## src/rtl/dcalc_pkg.sv

```systemverilog
`timescale 1ns/1ps
package dcalc_pkg;

  typedef enum logic [1:0] {
    ST_IDLE,
    ST_MAC,
    ST_QRAW,
    ST_QMIX
  } calc_st_e;

  function automatic int unsigned wmax(int unsigned a, int unsigned b);
    return (a > b) ? a : b;
  endfunction

endpackage

```

## src/rtl/dcalc_mac.sv

```systemverilog
`timescale 1ns/1ps
module dcalc_mac #(
  parameter int X_W    = 12,
  parameter int COEF_W = 16,
  parameter int OFS_W  = 32,
  parameter int ACC_W  = OFS_W + 2
) (
  input  logic                     clk,
  input  logic                     rst_n,
  input  logic                     start,
  input  logic [X_W-1:0]           x_v,
  input  logic [X_W-1:0]           x_i,
  input  logic [6*COEF_W-1:0]      coefs,
  input  logic signed [OFS_W-1:0]  ofs_ref,
  input  logic signed [OFS_W-1:0]  ofs_on,
  input  logic signed [OFS_W-1:0]  ofs_off,
  output logic signed [ACC_W-1:0]  acc_s,
  output logic signed [ACC_W-1:0]  acc_on,
  output logic signed [ACC_W-1:0]  acc_off,
  output logic                     done
);

  localparam int P_W = COEF_W + X_W + 1;
  localparam int LAST = 5;

  logic [2:0]              step;
  logic                    busy;
  logic [COEF_W-1:0]       coef_sel;
  logic [X_W-1:0]          x_sel;
  logic signed [P_W-1:0]   prod;
  logic signed [ACC_W-1:0] prod_x;

  assign coef_sel = coefs[int'(step)*COEF_W +: COEF_W];
  assign x_sel    = step[0] ? x_i : x_v;
  assign prod     = $signed(coef_sel) * $signed({1'b0, x_sel});
  assign prod_x   = {{(ACC_W-P_W){prod[P_W-1]}}, prod};

  always_ff @(posedge clk or negedge rst_n) begin
    if (!rst_n) begin
      step <= '0;
      busy <= 1'b0;
      done <= 1'b0;
    end else begin
      done <= 1'b0;
      if (start) begin
        step <= '0;
        busy <= 1'b1;
      end else if (busy) begin
        if (step == 3'(LAST)) begin
          busy <= 1'b0;
          done <= 1'b1;
        end else begin
          step <= step + 3'd1;
        end
      end
    end
  end

  for (genvar g = 0; g < 3; g++) begin : g_acc
    logic signed [ACC_W-1:0] init_v;
    logic signed [ACC_W-1:0] acc_r;
    if (g == 0) begin : g_init_s
      assign init_v = -{{(ACC_W-OFS_W){ofs_ref[OFS_W-1]}}, ofs_ref};
    end else if (g == 1) begin : g_init_on
      assign init_v = {{(ACC_W-OFS_W){ofs_on[OFS_W-1]}}, ofs_on};
    end else begin : g_init_off
      assign init_v = {{(ACC_W-OFS_W){ofs_off[OFS_W-1]}}, ofs_off};
    end
    always_ff @(posedge clk or negedge rst_n) begin
      if (!rst_n)                               acc_r <= '0;
      else if (start)                           acc_r <= init_v;
      else if (busy && (step[2:1] == 2'(g)))    acc_r <= acc_r + prod_x;
    end
  end

  assign acc_s   = g_acc[0].acc_r;
  assign acc_on  = g_acc[1].acc_r;
  assign acc_off = g_acc[2].acc_r;

  a_r4_step_bounded: assert property (@(posedge clk) disable iff (!rst_n)
    busy |-> (step <= 3'(LAST)));

endmodule

```

## src/rtl/dcalc_divu.sv

```systemverilog
`timescale 1ns/1ps
module dcalc_divu #(
  parameter int W = 16
) (
  input  logic         clk,
  input  logic         rst_n,
  input  logic         start,
  input  logic [W-1:0] dvd,
  input  logic [W-1:0] dvs,
  output logic [W-1:0] quo,
  output logic         done
);

  localparam int CW = $clog2(W + 1);

  logic [W-1:0]  q_r, d_r, r_r, dvd_r;
  logic [CW-1:0] cnt;
  logic          busy;
  logic [W:0]    shifted, trial;

  assign shifted = {r_r, q_r[W-1]};
  assign trial   = shifted - {1'b0, d_r};
  assign quo     = q_r;

  always_ff @(posedge clk or negedge rst_n) begin
    if (!rst_n) begin
      q_r <= '0; d_r <= '0; r_r <= '0; dvd_r <= '0;
      cnt <= '0; busy <= 1'b0; done <= 1'b0;
    end else begin
      done <= 1'b0;
      if (start) begin
        q_r   <= dvd;
        d_r   <= dvs;
        dvd_r <= dvd;
        r_r   <= '0;
        cnt   <= CW'(W);
        busy  <= 1'b1;
      end else if (busy) begin
        if (!trial[W]) begin
          r_r <= trial[W-1:0];
          q_r <= {q_r[W-2:0], 1'b1};
        end else begin
          r_r <= shifted[W-1:0];
          q_r <= {q_r[W-2:0], 1'b0};
        end
        cnt <= cnt - CW'(1);
        if (cnt == CW'(1)) begin
          busy <= 1'b0;
          done <= 1'b1;
        end
      end
    end
  end

  a_r5_div_exact: assert property (@(posedge clk) disable iff (!rst_n)
    (done && (d_r != '0)) |->
      ((({{W{1'b0}}, q_r} * {{W{1'b0}}, d_r}) + {{W{1'b0}}, r_r}) == {{W{1'b0}}, dvd_r})
      && (r_r < d_r));

endmodule

```

## src/rtl/dcalc_clip.sv

```systemverilog
`timescale 1ns/1ps
module dcalc_clip #(
  parameter int IN_W  = 16,
  parameter int OUT_W = 8
) (
  input  logic [IN_W-1:0]  a,
  output logic [OUT_W-1:0] y
);

  localparam logic [IN_W-1:0] LIM = {{(IN_W-OUT_W){1'b0}}, {OUT_W{1'b1}}};

  assign y = (a > LIM) ? {OUT_W{1'b1}} : a[OUT_W-1:0];

endmodule

```

## src/rtl/slide_duty_calc.sv

```systemverilog
`timescale 1ns/1ps
module slide_duty_calc
  import dcalc_pkg::*;
#(
  parameter int X_W    = 12,
  parameter int COEF_W = 16,
  parameter int OFS_W  = 32,
  parameter int DUTY_W = 10,
  parameter int N_W    = 5,
  parameter int RAW_W  = 16
) (
  input  logic                     clk,
  input  logic                     rst_n,
  input  logic                     smp_valid,
  output logic                     smp_ready,
  input  logic [X_W-1:0]           smp_v,
  input  logic [X_W-1:0]           smp_i,
  input  logic signed [COEF_W-1:0] k_sv,
  input  logic signed [COEF_W-1:0] k_si,
  input  logic signed [COEF_W-1:0] k_onv,
  input  logic signed [COEF_W-1:0] k_oni,
  input  logic signed [COEF_W-1:0] k_offv,
  input  logic signed [COEF_W-1:0] k_offi,
  input  logic signed [OFS_W-1:0]  ofs_ref,
  input  logic signed [OFS_W-1:0]  ofs_on,
  input  logic signed [OFS_W-1:0]  ofs_off,
  input  logic [DUTY_W-1:0]        d_star,
  input  logic [N_W-1:0]           n_blend,
  output logic [DUTY_W-1:0]        duty,
  output logic                     duty_done
);

  localparam int ACC_W = OFS_W + 2;
  localparam int NUM_W = ACC_W + 2;
  localparam int DEN_W = ACC_W + 1;
  localparam int DIV_W = NUM_W + DUTY_W;
  localparam int PND_W = N_W + DUTY_W;
  localparam int MIX_W = int'(wmax(RAW_W - 1, PND_W)) + 2;

  calc_st_e st;
  logic [X_W-1:0] hold_v, hold_i, work_v, work_i;
  logic           accept;

  logic signed [ACC_W-1:0] acc_s, acc_on, acc_off;
  logic                    mac_done;

  logic signed [NUM_W-1:0] num;
  logic signed [DEN_W-1:0] den;
  logic [NUM_W-1:0]        num_mag;
  logic                    num_pos, den_pos, neg_q;

  logic             dv_start;
  logic [DIV_W-1:0] dv_dvd, dv_dvs, dv_quo;
  logic             dv_done;

  logic [RAW_W-2:0]        raw_mag;
  logic signed [MIX_W-1:0] raw_s, mix;
  logic [PND_W-1:0]        prod_nd;
  logic [N_W:0]            n_p1;
  logic                    mix_pos;
  logic [DUTY_W-1:0]       duty_fin;

  logic [DUTY_W-1:0] duty_q;
  logic              done_q;

  assign smp_ready = (st == ST_IDLE);
  assign accept    = smp_valid && smp_ready;

  dcalc_mac #(.X_W(X_W), .COEF_W(COEF_W), .OFS_W(OFS_W), .ACC_W(ACC_W)) i_mac (
    .clk     (clk),
    .rst_n   (rst_n),
    .start   (accept),
    .x_v     (work_v),
    .x_i     (work_i),
    .coefs   ({k_offi, k_offv, k_oni, k_onv, k_si, k_sv}),
    .ofs_ref (ofs_ref),
    .ofs_on  (ofs_on),
    .ofs_off (ofs_off),
    .acc_s   (acc_s),
    .acc_on  (acc_on),
    .acc_off (acc_off),
    .done    (mac_done)
  );

  assign num = $signed({acc_s[ACC_W-1], acc_s, 1'b0})
             + $signed({{2{acc_off[ACC_W-1]}}, acc_off});
  assign den = $signed({acc_off[ACC_W-1], acc_off})
             - $signed({acc_on[ACC_W-1], acc_on});
  assign num_mag = num[NUM_W-1] ? (~num + 1'b1) : num;
  assign num_pos = !num[NUM_W-1] && (num != '0);
  assign den_pos = !den[DEN_W-1] && (den != '0);

  // raw duty from the first quotient, then blending sum
  dcalc_clip #(.IN_W(DIV_W), .OUT_W(RAW_W-1)) i_clip_raw (
    .a (dv_quo),
    .y (raw_mag)
  );
  assign raw_s   = neg_q ? -$signed({{(MIX_W-RAW_W+1){1'b0}}, raw_mag})
                         :  $signed({{(MIX_W-RAW_W+1){1'b0}}, raw_mag});
  assign prod_nd = PND_W'(n_blend) * PND_W'(d_star);
  assign mix     = raw_s + $signed({{(MIX_W-PND_W){1'b0}}, prod_nd});
  assign mix_pos = !mix[MIX_W-1] && (mix != '0);
  assign n_p1    = {1'b0, n_blend} + (N_W+1)'(1);

  dcalc_clip #(.IN_W(DIV_W), .OUT_W(DUTY_W)) i_clip_out (
    .a (dv_quo),
    .y (duty_fin)
  );

  always_comb begin
    dv_start = 1'b0;
    dv_dvd   = '0;
    dv_dvs   = '0;
    if (st == ST_MAC && mac_done && den_pos) begin
      dv_start = 1'b1;
      dv_dvd   = {num_mag, {DUTY_W{1'b0}}};
      dv_dvs   = {{(DIV_W-ACC_W){1'b0}}, den[ACC_W-1:0]};
    end else if (st == ST_QRAW && dv_done && mix_pos) begin
      dv_start = 1'b1;
      dv_dvd   = {{(DIV_W-MIX_W){1'b0}}, mix};
      dv_dvs   = {{(DIV_W-N_W-1){1'b0}}, n_p1};
    end
  end

  dcalc_divu #(.W(DIV_W)) i_div (
    .clk   (clk),
    .rst_n (rst_n),
    .start (dv_start),
    .dvd   (dv_dvd),
    .dvs   (dv_dvs),
    .quo   (dv_quo),
    .done  (dv_done)
  );

  always_ff @(posedge clk or negedge rst_n) begin
    if (!rst_n) begin
      st     <= ST_IDLE;
      hold_v <= '0; hold_i <= '0;
      work_v <= '0; work_i <= '0;
      neg_q  <= 1'b0;
      duty_q <= '0;
      done_q <= 1'b0;
    end else begin
      done_q <= 1'b0;
      unique case (st)
        ST_IDLE: if (accept) begin
          hold_v <= smp_v;  hold_i <= smp_i;
          work_v <= hold_v; work_i <= hold_i;
          st     <= ST_MAC;
        end
        ST_MAC: if (mac_done) begin
          if (den_pos) begin
            neg_q <= num[NUM_W-1];
            st    <= ST_QRAW;
          end else begin
            duty_q <= num_pos ? {DUTY_W{1'b1}} : '0;
            done_q <= 1'b1;
            st     <= ST_IDLE;
          end
        end
        ST_QRAW: if (dv_done) begin
          if (mix_pos) begin
            st <= ST_QMIX;
          end else begin
            duty_q <= '0;
            done_q <= 1'b1;
            st     <= ST_IDLE;
          end
        end
        ST_QMIX: if (dv_done) begin
          duty_q <= duty_fin;
          done_q <= 1'b1;
          st     <= ST_IDLE;
        end
        default: st <= ST_IDLE;
      endcase
    end
  end

  assign duty      = duty_q;
  assign duty_done = done_q;

  a_r2_accept_drops_ready: assert property (@(posedge clk) disable iff (!rst_n)
    (smp_valid && smp_ready) |=> !smp_ready);

  a_r9_done_single: assert property (@(posedge clk) disable iff (!rst_n)
    duty_done |=> !duty_done);

  a_r9_duty_held: assert property (@(posedge clk) disable iff (!rst_n)
    !duty_done |-> $stable(duty));

  a_r6_nonpos_den: assert property (@(posedge clk) disable iff (!rst_n)
    (st == ST_MAC && mac_done && !den_pos) |=>
      (duty_done && ((duty == '0) || (duty == {DUTY_W{1'b1}}))));

endmodule

```

## config.mk

```make
export PLATFORM = sky130hd
export DESIGN_NAME = slide_duty_calc
export DESIGN_NICKNAME = d
export VERILOG_FILES = /design/src/rtl/dcalc_pkg.sv /design/src/rtl/dcalc_mac.sv /design/src/rtl/dcalc_divu.sv /design/src/rtl/dcalc_clip.sv /design/src/rtl/slide_duty_calc.sv
export SDC_FILE = /design/constraint.sdc
export NUM_CORES = 2
export LEC_CHECK = 0
export ABC_AREA = 1
export BUFFER_PORTS_ARGS = -buffer_cell sky130_fd_sc_hd__buf_2
export CAP_MARGIN = 0
export CORE_MARGIN = 2
export CORE_UTILIZATION = 24
export DETAILED_ROUTE_END_ITERATION = 16
export PLACE_DENSITY = 0.4
export SETUP_SLACK_MARGIN = 0.05
export SYNTH_ARGS = -nofsm -noshare
export SYNTH_HDL_FRONTEND = slang
export SYNTH_SLANG_ARGS = --single-unit
```

## constraint.sdc

```tcl
create_clock -name clk -period 14.6 [get_ports clk]
set_clock_uncertainty 0.2 [all_clocks]
set_input_delay 0.73 -clock clk [delete_from_list [all_inputs] [get_ports clk]]
set_output_delay 0.73 -clock clk [all_outputs]
set_load 0.01 [all_outputs]
```

* Word-level counts from Yosys, hierarchy flattened *
Cells that the tools add are included.

word-level totals
  register bits after elaboration = 315
  word-level logic and storage cells = 143

operators by class
  multiply operators = 2
  shift operators = 1
  add/sub/neg operators = 13
  $lt $le $gt $ge = 2
  equal/unequal tests = 14
  bitwise gates (word level) = 1
  mux-type cells = 60
  reduce and logical (&&, ||, !) cells = 30

operators by type and width
  kind                     number
  $mux W46                 6
  $mux W34                 7
  $add A34 B29 Y34         3
  $shiftx A96 B8 Y16       1
  $mux W10                 7
  $sub A47 B46 Y47         1
  $gt A46 B10 Y1 const B   1
  $gt A46 B15 Y1 const B   1
  $add A35 B34 Y36         1
  $add A36 B1 Y36 const B  1
  $mux W36                 1
  $not A36 Y36             1
  $reduce_bool A36 Y1      1
  $reduce_bool A35 Y1      1
  $sub A34 B34 Y35         1
  $mux W17                 2
  $neg A34 Y34             1
  $pmux W10 S3             1
  $mul A16 B13 Y29         1
  $mux W1                  20
  $mux W6                  3
  $add A17 B16 Y17         1
  $neg A15 Y17             1
  $reduce_bool A17 Y1      1
  other kinds (25)         58

* Depth between registers and ports, before layout *
  depth after elaboration = 11
  depth in mapped cells = 46

* Modules after synthesis *
A second synthesis with hierarchy kept.

second synthesis, totals
  cell total of the unflattened synthesis = 7,151
  area, all modules = 44,341.3 sq um

by module, submodules not included
  module                    area an instance (sq um)  cells an instance  times used  sequential area each (sq um)
  dcalc_mac                 20,907.6                  3,143              1           2,677.6
  slide_duty_calc           12,718.4                  2,306              1           1,551.5
  dcalc_divu                10,249.8                  1,590              1           3,653.5
  dcalc_clip at i_clip_raw  250.2                     62                 1           0.0
  dcalc_clip at i_clip_out  215.2                     50                 1           0.0

* Least setup slack after synthesis *
OpenSTA, ideal clock, no wires.

  kind = register to register
  from = register i_mac.step[0]
  to = register i_mac.g_acc[0].acc_r[32] (netlist: i_mac.acc_s[32])
  period minus slack after synthesis = 8.480 ns
  data arrival time = 8.141 ns
  cell stages (with the launch flop) = 34
  library setup time = 0.138 ns
  setup slack = 6.120 ns
  data required time = 14.262 ns
  cell sequence = dfrtp_1 > clkbuf_1 > clkinv_1 > clkbuf_1 > o21ai_0 > o221ai_1 > clkbuf_1 > nand2_1 > inv_1 > fa_1 > inv_1 > fa_1 > inv_1 > fa_1 > inv_1 > fa_1 > inv_1 > fa_1 > ha_1 > nand2_1 > nor2_1 > inv_1 > o221a_2 > nand3_1 > xor2_1 > ha_1 > nand2_1 > nor3_1 > nor3b_1 > a221oi_1 > o21ai_0 > or2_2 > nand3_1 > a31oi_1

on the way
  word-level cells in the longest chain between the ends = 5
  elaborated cells between the ends (all ways) = 6
  classes of those cells = add/sub: 1; mul: 1; shift: 1; mux: 3

ends and longest elaborated chain
  what                                            line                              text
  start: declaration                              dcalc_mac.sv:26                   logic [2:0] step;
  start signal: assignment                        dcalc_mac.sv:53                   step <= step + 3'd1;
  $shiftx A96 B8 Y16 or $mux W12 (tied branches)  dcalc_mac.sv:33, dcalc_mac.sv:34
  $mul A16 B13 Y29 (*)                            dcalc_mac.sv:35                   assign prod = $signed(coef_sel) * $signed({1'b0, x_sel});
  $add A34 B29 Y34 (*)                            dcalc_mac.sv:72                   else if (busy && (step[2:1] == 2'(g))) acc_r <= acc_r + prod_x;
  $mux W34 (*)                                    dcalc_mac.sv:72
  $mux W34 (*)                                    dcalc_mac.sv:71                   else if (start) acc_r <= init_v;
  end signal: assignment                          dcalc_mac.sv:71
  end signal: assignment                          dcalc_mac.sv:72
  end: declaration                                dcalc_mac.sv:61                   logic signed [ACC_W-1:0] acc_r;

Every way passes the cells marked *; elsewhere a longest branch is shown, timed or not. The select of a mux whose other input is x is not followed.
A chain may end at the register's enable or synchronous reset.

* Worst setup path in the final report *
  from = register i_mac.step[0]
  to = register i_mac.g_acc[1].acc_r[32] (netlist: i_mac.acc_on[32])

on the way
  word-level cells in the longest chain between the ends = 5
  elaborated cells between the ends (all ways) = 6
  classes of those cells = add/sub: 1; mul: 1; shift: 1; mux: 3

ends and longest elaborated chain
  what                                            line
  $shiftx A96 B8 Y16 or $mux W12 (tied branches)  dcalc_mac.sv:33, dcalc_mac.sv:34
  $mul A16 B13 Y29 (*)                            dcalc_mac.sv:35
  $add A34 B29 Y34 (*)                            dcalc_mac.sv:72
  $mux W34 (*)                                    dcalc_mac.sv:72
  $mux W34 (*)                                    dcalc_mac.sv:71
  end signal: assignment                          dcalc_mac.sv:71
  end signal: assignment                          dcalc_mac.sv:72
  end: declaration                                dcalc_mac.sv:61

Marks and branches as above.

==> flow_metrics.py <==
metrics = {
    "run_status": {
        "status": "finished clean",
    },
    "routing": {
        "antenna_left": 0,
        "drt_iter0_drc": 2456,
        "dr.pass1.iters": 7,
        "num_vias": 40617,
        "vias_per_cell": 4.605,
        "routed_wl_mm": 164.2,
        "drt-wirelength-per-cell_um": 18.61,
        "remaining_drc_errors": 0,
    },
    "synth": {
        "syn_area_per_cell_um2": 6.343,
        "synth_top_family_by_area": "simple AND/OR/NAND/NOR gates",
        "ys_types": 58,
        "synth-simple-area-share": 0.2986,
        "synth_cells": 6382,
        "synth_top_flop_cell": "dfrtp_1",
        "yosysWarnings": 0,
        "ys_async_sr_fraction": 1.000,
        "synth-xor-area-share": 0.04219,
        "synth_seq_cells": 303,
        "synth_fa_ha_area_frac": 0.2041,
        "syn-cell-area_um2": 40480,
        "synth-edff-count": 0,
        "muxShareOfSynthArea": 0,
        "synth_compound_area_frac": 0.1386,
        "yosysSeqAreaShare": 0.1873,
        "syn_nets": 7151,
    },
    "clock_tree": {
        "path_clk_slew_ns": 0.06,
        "cts.repair.resized": 0,
        "clock_sinks": 303,
        "cts_buffers": 46,
        "cts_tree": "yes",
        "root_buffer": "clkbuf_16",
        "clock_latency_ns": 0.65,
        "htree_levels": 2,
        "post_cts_buffers": 0,
        "holdBufCountCts": 1,
        "cts_buffer_depth": 3,
    },
    "floorplan": {
        "start_util": 0.2418,
        "die_area_um2": 172000,
        "die_h_um": 414.7,
        "fp-row-count": 150,
        "fp.dieW_um": 414.7,
        "io_pins": 246,
        "design.core.area_um2": 167400,
    },
    "sta": {
        "period_minus_slack_ns": 9.832,
        "maxSlewHeadroom": 0.1063,
        "rsz0062_at_grt": "false",
        "tightestPinTransition_ns": 1.341,
        "max_freq_mhz": 101.7,
        "finalCritPeriodShare": 0.6734,
        "finalSetupViolCount": 0,
        "setup_tns_ns": 0,
        "slew_violations": 0,
        "hold_viol_final": 0,
    },
    "final_layout": {
        "nFillCells": 19030,
        "nets": 7347,
        "seqCellArea_um2": 7584,
        "final_cell_mix": "nand2_1 (1,890), inv_1 (1,202), nor2_1 (552)",
        "multi_input_area_um2": 27690,
        "drive_gt1_frac": 0.06819,
        "syn_to_final_growth_pct": 13.43,
        "mostFrequentLayoutCell": "nand2_1",
    },
    "grt": {
        "use_met1": 0.2486,
        "grt_overflow": 0,
        "grtUsageTotal": 0.1878,
        "use_met3": 0.01678,
        "grt_max_degree": 124,
        "antenna_found_initial": 18,
        "grt_pass1_wl_mm": 249.5,
        "grt-busiest-layer": "met2",
        "grt_pass1_vias": 40347,
        "use_met2": 0.3276,
    },
    "critical_path": {
        "critPathCaptureType": "flop",
        "cp-startpoint": "i_mac.step[0]",
        "crit_buf_inv": 6,
        "cp_max_fo": 62,
        "reg2reg_from": "i_mac.step[0]",
        "critPathRequiredTime_ns": 14.90,
        "worst_setup_path_start_kind": "flop",
        "slowest_delay_ns": 1.05,
        "cp_slowest_cell": "o221ai_1",
        "worstSetupPathType": "reg2reg",
        "path_delay_family": "compound AO/OA/AOI/OAI gates",
        "arrival_ns": 10.13,
    },
    "min_path": {
        "min_from": "smp_v[8]",
        "hold_class": "in2reg",
    },
    "placement": {
        "gp_congestion": 0.9156,
        "dpl.hpwl_mm": 134.3,
        "portBuffers": 245,
    },
    "run": {
        "drv_cap": 0,
    },
}
==> through the flow <==
step           worst slack (ns)  instance area [µm²]  utilization  hold WS, ns  std cells
6_report                  4.768                45920       0.2743      0.07648       8821
5_1_grt                   3.933                45920       0.2743      0.08050       8820
4_1_cts                   4.668                45910       0.2743      0.02351       8818
3_5_place_dp              4.746                44280       0.2645       0.2497       8733
3_3_place_gp              4.924                44280       0.2645       0.2371       8733
2_1_floorplan             6.120                40480            -       0.2247       6382
==> routing by layer <==
metal / part of all wire / vias to the layer above
met1: 0.46 / 19207
met3: 0.033 / 170
met4: 0.025 / 4
met5: 0.00017 / -
li1: - / 20471
met2: 0.48 / 765
==> cells in the mapped netlist, drive strengths merged (63+ instances only) <==
library cell | instances | area, µm²
a21oi | 341 | 1710
clkbuf | 113 | 424.2
dfrtp | 303 | 7582
fa | 209 | 4184
ha | 326 | 4079
inv | 1211 | 4546
nand2 | 1896 | 7127
nand3 | 292 | 1514
nand4 | 63 | 400.4
nor2 | 564 | 2152
o21ai | 449 | 2255
xnor2 | 72 | 630.6
xor2 | 123 | 1077
==> cell type report <==
class,instances,share of cell area
Antenna cell,3,0.0001635
Clock buffer,55,0.02689
Clock inverter,29,0.008474
Inverter,1215,0.09942
Multi-Input combinational cell,4708,0.6030
Sequential cell,303,0.1651
Tap cell,2204,0.06005
Timing Repair Buffer,304,0.03689
==> state kept, by name, indices dropped and copies added (netlist names), 2 cells and up <==
register	cells
duty	10
hold_i	12
hold_v	12
i_div.cnt	6
i_div.d_r	34
i_div.quo	46
i_div.r_r	46
i_mac.acc_off	34
i_mac.acc_on	34
i_mac.acc_s	34
i_mac.step	3
st	2
work_i	12
work_v	12
==> final timing paths <==
check,to,slack (ns),cells after the start
worst max-delay path,i_mac.acc_on[32],4.77,33
min in group asynchronous,i_div.d_r[18],0.50,2
worst min register to register,st[1],0.26,1
worst min-delay path,hold_v[8],0.08,3
worst max register to register,i_mac.acc_on[32],4.77,33
max in group asynchronous,i_mac.acc_on[24],11.73,4
==> logic make-up (layout without fill, tap and decap cells) <==
family                     Yosys count  count (layout)
adders and majority gates          535             535
AOI/OAI and AO/OA                 1015            1015
other                                0               3
buffers and inverters             1371            1603
xor gates and xnor gates           195             195
DFF                                303             303
and+or+nand+nor                   2963            2963
==> worst min-delay path: stages <==
cell	delay [ns]
buf_2	0.07
nand2_1	0.04
nand2_1	0.05
Power is left out: the tool's default activity adds up to more than one toggle a clock period on the data nets, which glitch-free logic cannot reach.
